==> config.mk <==
export PLATFORM = sky130hd
export DESIGN_NAME = disc_ctrl
export DESIGN_NICKNAME = d
export VERILOG_FILES = /design/src/rtl/disc_pkg.sv /design/src/rtl/disc_phase.sv /design/src/rtl/disc_fsm.sv /design/src/rtl/disc_drv.sv /design/src/rtl/disc_ctrl.sv
export SDC_FILE = /design/constraint.sdc
export NUM_CORES = 1
export LEC_CHECK = 0
export ABC_AREA = 1
export BUFFER_PORTS_ARGS = -buffer_cell sky130_fd_sc_hd__buf_4
export CORE_AREA = 5 5 42 44
export DETAILED_ROUTE_END_ITERATION = 12
export DIE_AREA = 0 0 47 49
export HOLD_SLACK_MARGIN = 0.03
export PLACE_DENSITY_LB_ADDON = 0.12
export SYNTH_ARGS = -nofsm -noshare
export SYNTH_HDL_FRONTEND = slang
export SYNTH_HIERARCHICAL = 1
export SYNTH_SLANG_ARGS = --single-unit
==> constraint.sdc <==
create_clock -name clk_i -period 1.55 [get_ports clk_i]
set_input_delay 0.155 -clock clk_i [delete_from_list [all_inputs] [get_ports clk_i]]
set_output_delay 0.155 -clock clk_i [all_outputs]
set_load 0.1 [all_outputs]
==> src/rtl/disc_pkg.sv <==
package disc_pkg;
  typedef enum logic [2:0] {
    ST_IDLE  = 3'd0,
    ST_CLAIM = 3'd1,
    ST_DATA  = 3'd2,
    ST_HOLD  = 3'd3,
    ST_REL   = 3'd4
  } disc_st_e;

  typedef struct packed {
    logic devsel_n;
    logic trdy_n;
    logic stop_n;
    logic oe;
  } strobe_t;

  localparam strobe_t STROBE_OFF = '{devsel_n: 1'b1, trdy_n: 1'b1, stop_n: 1'b1, oe: 1'b0};
endpackage

==> src/rtl/disc_phase.sv <==
module disc_phase (
  input  logic irdy_ni,
  input  logic trdy_ni,
  input  logic stop_ni,
  output logic done_o,
  output logic xfer_o
);
  // a phase ends on irdy with either target response; data moves only with trdy
  assign done_o = ~irdy_ni & (~trdy_ni | ~stop_ni);
  assign xfer_o = ~irdy_ni & ~trdy_ni;
endmodule

==> src/rtl/disc_fsm.sv <==
module disc_fsm
  import disc_pkg::*;
#(
  parameter int CLAIM_CYC = 1
) (
  input  logic     clk_i,
  input  logic     rst_ni,
  input  logic     frame_ni,
  input  logic     hit_i,
  input  logic     stop_req_i,
  input  logic     done_i,
  output disc_st_e st_o,
  output logic     arm_o
);
  localparam int CW = (CLAIM_CYC > 1) ? $clog2(CLAIM_CYC) : 1;
  localparam logic [CW-1:0] CNT_LAST = CW'(CLAIM_CYC - 1);

  disc_st_e      st_q, st_d;
  logic          arm_q, arm_d;
  logic [CW-1:0] cnt_q, cnt_d;

  always_comb begin
    st_d  = st_q;
    arm_d = arm_q;
    cnt_d = cnt_q;
    unique case (st_q)
      ST_IDLE: begin
        arm_d = 1'b0;
        cnt_d = '0;
        if (!frame_ni && hit_i) st_d = ST_CLAIM;
      end
      ST_CLAIM: begin
        if (stop_req_i) arm_d = 1'b1;
        if (cnt_q == CNT_LAST) st_d = ST_DATA;
        else                   cnt_d = cnt_q + 1'b1;
      end
      ST_DATA: begin
        if (stop_req_i) arm_d = 1'b1;
        // phase outcome uses the stop level shown this cycle (arm_q)
        if (done_i) begin
          if (frame_ni)   st_d = ST_REL;
          else if (arm_q) st_d = ST_HOLD;
        end
      end
      ST_HOLD: begin
        if (frame_ni) st_d = ST_REL;
      end
      ST_REL: begin
        st_d  = ST_IDLE;
        arm_d = 1'b0;
      end
      default: st_d = ST_IDLE;
    endcase
  end

  always_ff @(posedge clk_i or negedge rst_ni) begin
    if (!rst_ni) begin
      st_q  <= ST_IDLE;
      arm_q <= 1'b0;
      cnt_q <= '0;
    end else begin
      st_q  <= st_d;
      arm_q <= arm_d;
      cnt_q <= cnt_d;
    end
  end

  assign st_o  = st_q;
  assign arm_o = arm_q;


  claim_enters_data_chk: assert property (@(posedge clk_i) disable iff (!rst_ni)
    (st_q == ST_CLAIM && cnt_q == CNT_LAST) |=> st_q == ST_DATA);

  release_one_cycle_chk: assert property (@(posedge clk_i) disable iff (!rst_ni)
    st_q == ST_REL |=> st_q == ST_IDLE);
endmodule

==> src/rtl/disc_drv.sv <==
module disc_drv
  import disc_pkg::*;
(
  input  disc_st_e st_i,
  input  logic     arm_i,
  output strobe_t  drv_o
);
  always_comb begin
    drv_o = STROBE_OFF;
    unique case (st_i)
      ST_CLAIM: begin
        drv_o.devsel_n = 1'b0;
        drv_o.oe       = 1'b1;
      end
      ST_DATA: begin
        drv_o.devsel_n = 1'b0;
        drv_o.trdy_n   = 1'b0;
        drv_o.stop_n   = ~arm_i;
        drv_o.oe       = 1'b1;
      end
      ST_HOLD: begin
        drv_o.devsel_n = 1'b0;
        drv_o.stop_n   = 1'b0;
        drv_o.oe       = 1'b1;
      end
      ST_REL:  drv_o.oe = 1'b1;
      default: drv_o = STROBE_OFF;
    endcase
  end
endmodule

==> src/rtl/disc_ctrl.sv <==
module disc_ctrl
  import disc_pkg::*;
#(
  parameter int CLAIM_CYC = 1
) (
  input  logic clk_i,
  input  logic rst_ni,
  input  logic frame_ni,
  input  logic irdy_ni,
  input  logic hit_i,
  input  logic stop_req_i,
  output logic devsel_no,
  output logic trdy_no,
  output logic stop_no,
  output logic oe_o,
  output logic xfer_o
);
  disc_st_e st;
  logic     arm;
  logic     done;
  strobe_t  drv;

  disc_fsm #(.CLAIM_CYC(CLAIM_CYC)) u_fsm (
    .clk_i     (clk_i),
    .rst_ni    (rst_ni),
    .frame_ni  (frame_ni),
    .hit_i     (hit_i),
    .stop_req_i(stop_req_i),
    .done_i    (done),
    .st_o      (st),
    .arm_o     (arm)
  );

  disc_drv u_drv (
    .st_i (st),
    .arm_i(arm),
    .drv_o(drv)
  );

  disc_phase u_phase (
    .irdy_ni(irdy_ni),
    .trdy_ni(drv.trdy_n),
    .stop_ni(drv.stop_n),
    .done_o (done),
    .xfer_o (xfer_o)
  );

  assign devsel_no = drv.devsel_n;
  assign trdy_no   = drv.trdy_n;
  assign stop_no   = drv.stop_n;
  assign oe_o      = drv.oe;


  idle_quiet_chk: assert property (@(posedge clk_i) disable iff (!rst_ni)
    !oe_o |-> (devsel_no && trdy_no && stop_no));

  trdy_waits_chk: assert property (@(posedge clk_i) disable iff (!rst_ni)
    (!trdy_no && irdy_ni) |=> !trdy_no);

  stop_hold_chk: assert property (@(posedge clk_i) disable iff (!rst_ni)
    (!stop_no && !frame_ni && (trdy_no || !irdy_ni)) |=> (!stop_no && !devsel_no && trdy_no));

  hold_release_chk: assert property (@(posedge clk_i) disable iff (!rst_ni)
    (!stop_no && trdy_no && frame_ni) |=> (stop_no && devsel_no && trdy_no && oe_o));

  last_phase_release_chk: assert property (@(posedge clk_i) disable iff (!rst_ni)
    (!trdy_no && !irdy_ni && frame_ni) |=> (trdy_no && devsel_no && stop_no));

  no_early_release_chk: assert property (@(posedge clk_i) disable iff (!rst_ni)
    (!stop_no && trdy_no && !frame_ni) |=> !devsel_no);
endmodule

Word-level counts from Yosys, hierarchy flattened
Cells that the tools add are included.
Widths: inputs -> output; s select.
{"block": "op_classes", "add_sub_neg": 1, "n_eq_ne": 10, "n_mux": 15, "n_bitwise": 6, "reduce_logical": 11}
{"cell": "$mux 3", "count": 6}
{"cell": "$pmux 3 s4", "count": 1}
{"cell": "$eq 3x2->1 const B", "count": 2}
{"cell": "$ne 2x2->1 const B", "count": 3}
{"cell": "$pmux 1 s2", "count": 3}
{"cell": "$mux 1", "count": 5}
{"cell": "$reduce_and 5->1", "count": 1}
{"cell": "$ne 2x1->1 const B", "count": 2}
{"cell": "$reduce_bool 2->1", "count": 2}
{"cell": "$reduce_or 2->1", "count": 2}
{"cell": "$reduce_or 4->1", "count": 1}
{"cell": "$eq 3x1->1 const B", "count": 1}
{"cell": "$eq 3x3->1 const B", "count": 1}
{"cell": "$logic_not 3->1", "count": 1}
{"cell": "$ne 3x3->1 const B", "count": 1}
{"cell": "$not 1->1", "count": 3}
{"cell": "$reduce_or 3->1", "count": 1}
{"cell": "$and 1x1->1", "count": 2}
{"cell": "$reduce_and 2->1", "count": 1}
{"cell": "$add 1x1->1 const B", "count": 1}
{"cell": "$logic_and 1x1->1", "count": 1}
{"cell": "$logic_not 1->1", "count": 1}
{"cell": "$or 1x1->1", "count": 1}
{"block": "totals", "register_bits": 5, "inputBits": 6, "output_inout_bits": 5, "wordCells": 46}

Depth between registers and ports, before layout
{"block": "depth", "depth_word": 7, "depth_mapped": 10, "ltp_nobuf": 10}

Cells and area by module
The synthesis kept the hierarchy.
{"module": "disc_fsm", "n_inst": 1, "cells_each": 36, "area_per_inst_um2": 260.2, "seq_area_each_um2": 100.1}
{"module": "disc_drv", "n_inst": 1, "cells_each": 9, "area_per_inst_um2": 43.8, "seq_area_each_um2": 0.0}
{"module": "disc_phase", "n_inst": 1, "cells_each": 2, "area_per_inst_um2": 12.5, "seq_area_each_um2": 0.0}

Worst setup path after synthesis
OpenSTA, ideal clock, no wires.
{"block": "synth_timing", "path_type": "reg-to-output", "start": "register u_fsm.st_q[1] (netlist: u_fsm/st_o[1])", "end": "output xfer_o", "arrival_time_ps": 2709, "t_required_ps": 1395, "setup_slack_ps": -1314, "path_stages_with_launch": 5, "n_path_buf": 0, "path_cell_list": "dfrtp_1 inv_1 nor2_2 nand2_1 nor2_1"}
{"block": "synth_via", "elab_chain_cells": 2}
{"item": "start, declared", "line": "disc_fsm.sv:18", "rtl": "disc_st_e st_q, st_d;"}
{"item": "start signal, assigned", "line": "disc_fsm.sv:62", "rtl": "st_q <= st_d;"}
{"item": "$eq 3x2->1", "line": "disc_drv.sv:10", "rtl": "unique case (st_i)"}
{"item": "$and 1x1->1", "line": "disc_phase.sv:10", "rtl": "assign xfer_o = ~irdy_ni & ~trdy_ni;"}
{"item": "end, declared", "line": "disc_ctrl.sv:16", "rtl": "output logic xfer_o"}
Every way passes these cells.

Final worst setup path
{"block": "layout_timing", "start": "register u_fsm.st_q[1] (netlist: u_fsm/st_o[1])", "end": "output devsel_no"}
{"block": "layout_via", "elab_chain_cells": 3, "word_cells_on_any_way": 5, "cone_classes": "3 x eq/ne; 1 x mux; 1 x reduce/logical"}
{"item": "$eq 3x1->1 / $eq 3x2->1 (equally long branches)", "line": "disc_drv.sv:10"}
{"item": "$reduce_or 3->1 (no line) *"}
{"item": "$mux 1 *", "line": "disc_drv.sv:10"}
{"item": "end, declared", "line": "disc_ctrl.sv:12", "rtl": "output logic devsel_no,"}
Mark *: on every way between the ends. The rest lies on a longest branch, timed or not.

==> results.txt <==
The flow ran to the end, and the final reports show no timing, DRC or antenna violations. The number of DRC markers after the initial detailed-route iteration was 2. In this run the most critical hold path is launched from frame_ni. The biggest area contributor in the post-synthesis netlist is sky130_fd_sc_hd__dfrtp_1.

Arrival time reported for the critical path endpoint: 1.33 ns. The most used flip-flop cell after synthesis is sky130_fd_sc_hd__dfrtp_1. The count of endpoints failing setup in the final report is 0, and the count of buffers inserted at the top-level ports is 10. The tools report the reg-to-reg startpoint as u_fsm/st_o[2]$_DFFE_PN0P_. The part of the Yosys area used for sequential elements came out at 0.316. The detail route stage leaves a number of antenna-violating nets equal to 0. The detailed router placed 348 vias in this run. Of all nets on the critical path, the largest fanout is 7. The number of clock buffers added by TritonCTS is 3. TritonCTS built the clock tree. For the utilization of the core after routing, the log shows 0.387. The repair_antennas step left the layout with diodes totalling 0. For the required time of the critical path, the log shows 1.39 ns.

The logs give 0.23 ns for the clock network latency to the later pin of the worst-skew pair and 0.00140 mm2 for the area of the core. The period utilization works out to 0.960. The logs give 0 for the hold violation total from the final report and 0.779 for the final RePlAce weighted congestion. The synthesized instance count was 47. Clock tree synthesis found a total of 4 sinks.

The die covers 0.00230 mm2. Buffer cell driving the clock tree root: sky130_fd_sc_hd__clkbuf_4. The count of pins over their slew limit is 0.

The largest net degree at the start of global routing was 8; the layout net count was 72. Area share of the largest cell type after synthesis: 0.316. The share of synthesized registers carrying an async set or reset was 1.00.

Setup repair after global routing left no endpoint under its margin. The number of distinct standard cells referenced by the synthesized netlist is 17. Dividing the detail-routed via count by the number of cells gives 4.35.

The number of nets in the synthesized netlist is 53. Classification of the worst-slack hold path: primary input to register. Compared with the post-synthesis result, the final layout area differs by 71.1%. The run gives 625 um as the total half-perimeter wirelength after legalization and detailed placement. The run gives 14 as the row count. The wire length of the first global-routing pass came out at 1260 um.

The total global-route track usage is 0.0770, and the DRC violations left is 0. The worst setup path is launched from a register. Counting along the longest clock path gives a buffer depth of 2.

The combined area of all synthesized cells was 317 um2; the post-route minimum period was 1.49 ns. Static timing analysis puts the maximum clock frequency at 672 MHz. Clock-pin slew was measured on the worst setup and hold paths at 0.04 ns. After synthesis, the cell types taking the most area are sky130_fd_sc_hd__dfrtp_1 32%, sky130_fd_sc_hd__nand2_1 11%, sky130_fd_sc_hd__nand3_1 9.5%. The worst clock skew was 0.00244 ns.

The run gives 1 as the number of H-tree branching levels. In this run the count of I/O pins placed on the die edge is 11. The headroom to the max-slew limit was 0.816. The fraction of layout instances using a drive strength above 1 is 0.500, and the via count of the first global-routing pass is 328. For the number of warnings reported in the yosys synthesis log, the log shows 6. The kind of end point of the critical path is a primary output. The first detailed-routing pass ran for 4 iterations. The critical path is of the register to primary output type. Synthesis inferred 4 register bits. The effective utilization at floorplan is 0.226. The overall die height was 49 um. The number of violations of the max-capacitance limit came out at 0.

The wire length per cell was 9.13 um; the post-synthesis area per instance was 6.74 um2. The number of flops mapped to enable cells by yosys is 0, and the routed wire length is 730 um. The run gives 0 as the final global-route overflow total. The actual slew at the worst max-slew pin is 0.279 ns, and the die span in x is 47 um. The tools report the number of antenna violations at the first check in global routing as 0.

The launching instance or port of the critical path was u_fsm/st_o[1]$_DFFE_PN0P_.
[state kept, by name, summed over array words and instances (netlist names)]
| signal | cells |
|---|---|
| u_fsm/st_o | 3 |
| u_fsm/arm_o | 1 |
[metrics by stage]
| stage | hold WS [ns] | TNS, ns | cell area (um2) | worst slack [ns] | std cells |
|---|---|---|---|---|---|
| after CTS | 0.213 | 0 | 538 | 0.00306 | 80 |
| final | 0.218 | 0 | 542 | 0.0625 | 80 |
| after detailed placement | -0.0463 | 0 | 505 | 0.208 | 76 |
| after global placement | -0.0457 | 0 | 505 | 0.208 | 76 |
| after floorplan | -0.141 | -0.120 | 388 | -0.0693 | 47 |
| after global routing | 0.233 | 0 | 542 | 0.0135 | 80 |
[worst max-delay path: stages, from the launching register on]
cell                      delay (ns)
sky130_fd_sc_hd__dfrtp_2        0.39
sky130_fd_sc_hd__buf_4          0.17
sky130_fd_sc_hd__o21ai_4        0.21
sky130_fd_sc_hd__buf_4          0.33
[cells by family after synthesis]
logic type,share of synthesized area
simple gates,0.443
buf+inv,0.107
flops,0.316
compound gates,0.134
[cell usage after synthesis, types with 2 or more instances]
master	n
sky130_fd_sc_hd__a21oi_1	2
sky130_fd_sc_hd__dfrtp_1	4
sky130_fd_sc_hd__inv_1	8
sky130_fd_sc_hd__nand2_1	9
sky130_fd_sc_hd__nand3_1	6
sky130_fd_sc_hd__nor2_1	5
sky130_fd_sc_hd__nor2_2	2
sky130_fd_sc_hd__o21ai_0	2
[timing repair]
action / 4_1_cts / 5_1_grt
resized for setup: 0 / 1
buffers inserted: 0 / 0
endpoints found under the hold margin: 4 / 0
hold buffers: 1 / 0
setup endpoints to repair: 0 / 1
[per-layer routing]
layer / track usage / wire length [um] / vias to the layer above
met5: 0 / 0 / -
met4: 0.0415 / 0 / 0
met3: 0.0369 / 63 / 0
met2: 0.113 / 363 / 7
met1: 0.0889 / 303 / 155
li1: - / - / 186
[placed cells by master, fill, tap and decap left out, types with 3 or more instances in the layout]
master                     Yosys  layout
sky130_fd_sc_hd__buf_4         0      12
sky130_fd_sc_hd__clkbuf_4      0       3
sky130_fd_sc_hd__nand2_1       9       7
sky130_fd_sc_hd__nand3_1       6       5
sky130_fd_sc_hd__inv_1         8       8
sky130_fd_sc_hd__nor2_1        5       4
[layout make-up]
class	count	area [um2]
timing repair buffer	14	111
inverter	9	33.8
clock buffer	3	22.5
sequential	4	103
tap	16	20.0
fill	148	860
multi-input combinational	34	251
[path summary, 6_finish.rpt]
| path | end | slack [ns] | cells past startpoint |
|---|---|---|---|
| worst max-delay path | devsel_no | 0.06 | 3 |
| worst min-delay path | u_fsm/st_o[2]$_DFFE_PN0P_ | 0.22 | 3 |
| worst max register to register | u_fsm/st_o[0]$_DFFE_PN0P_ | 0.23 | 7 |
| worst min register to register | u_fsm/arm_o$_DFFE_PN0P_ | 0.59 | 2 |
| max in group asynchronous | u_fsm/st_o[0]$_DFFE_PN0P_ | 1.18 | 2 |
| min in group asynchronous | u_fsm/arm_o$_DFFE_PN0P_ | 0.26 | 2 |
Power is left out: the tool's default activity adds up to more than one toggle a clock period on the data nets, which glitch-free logic cannot reach.
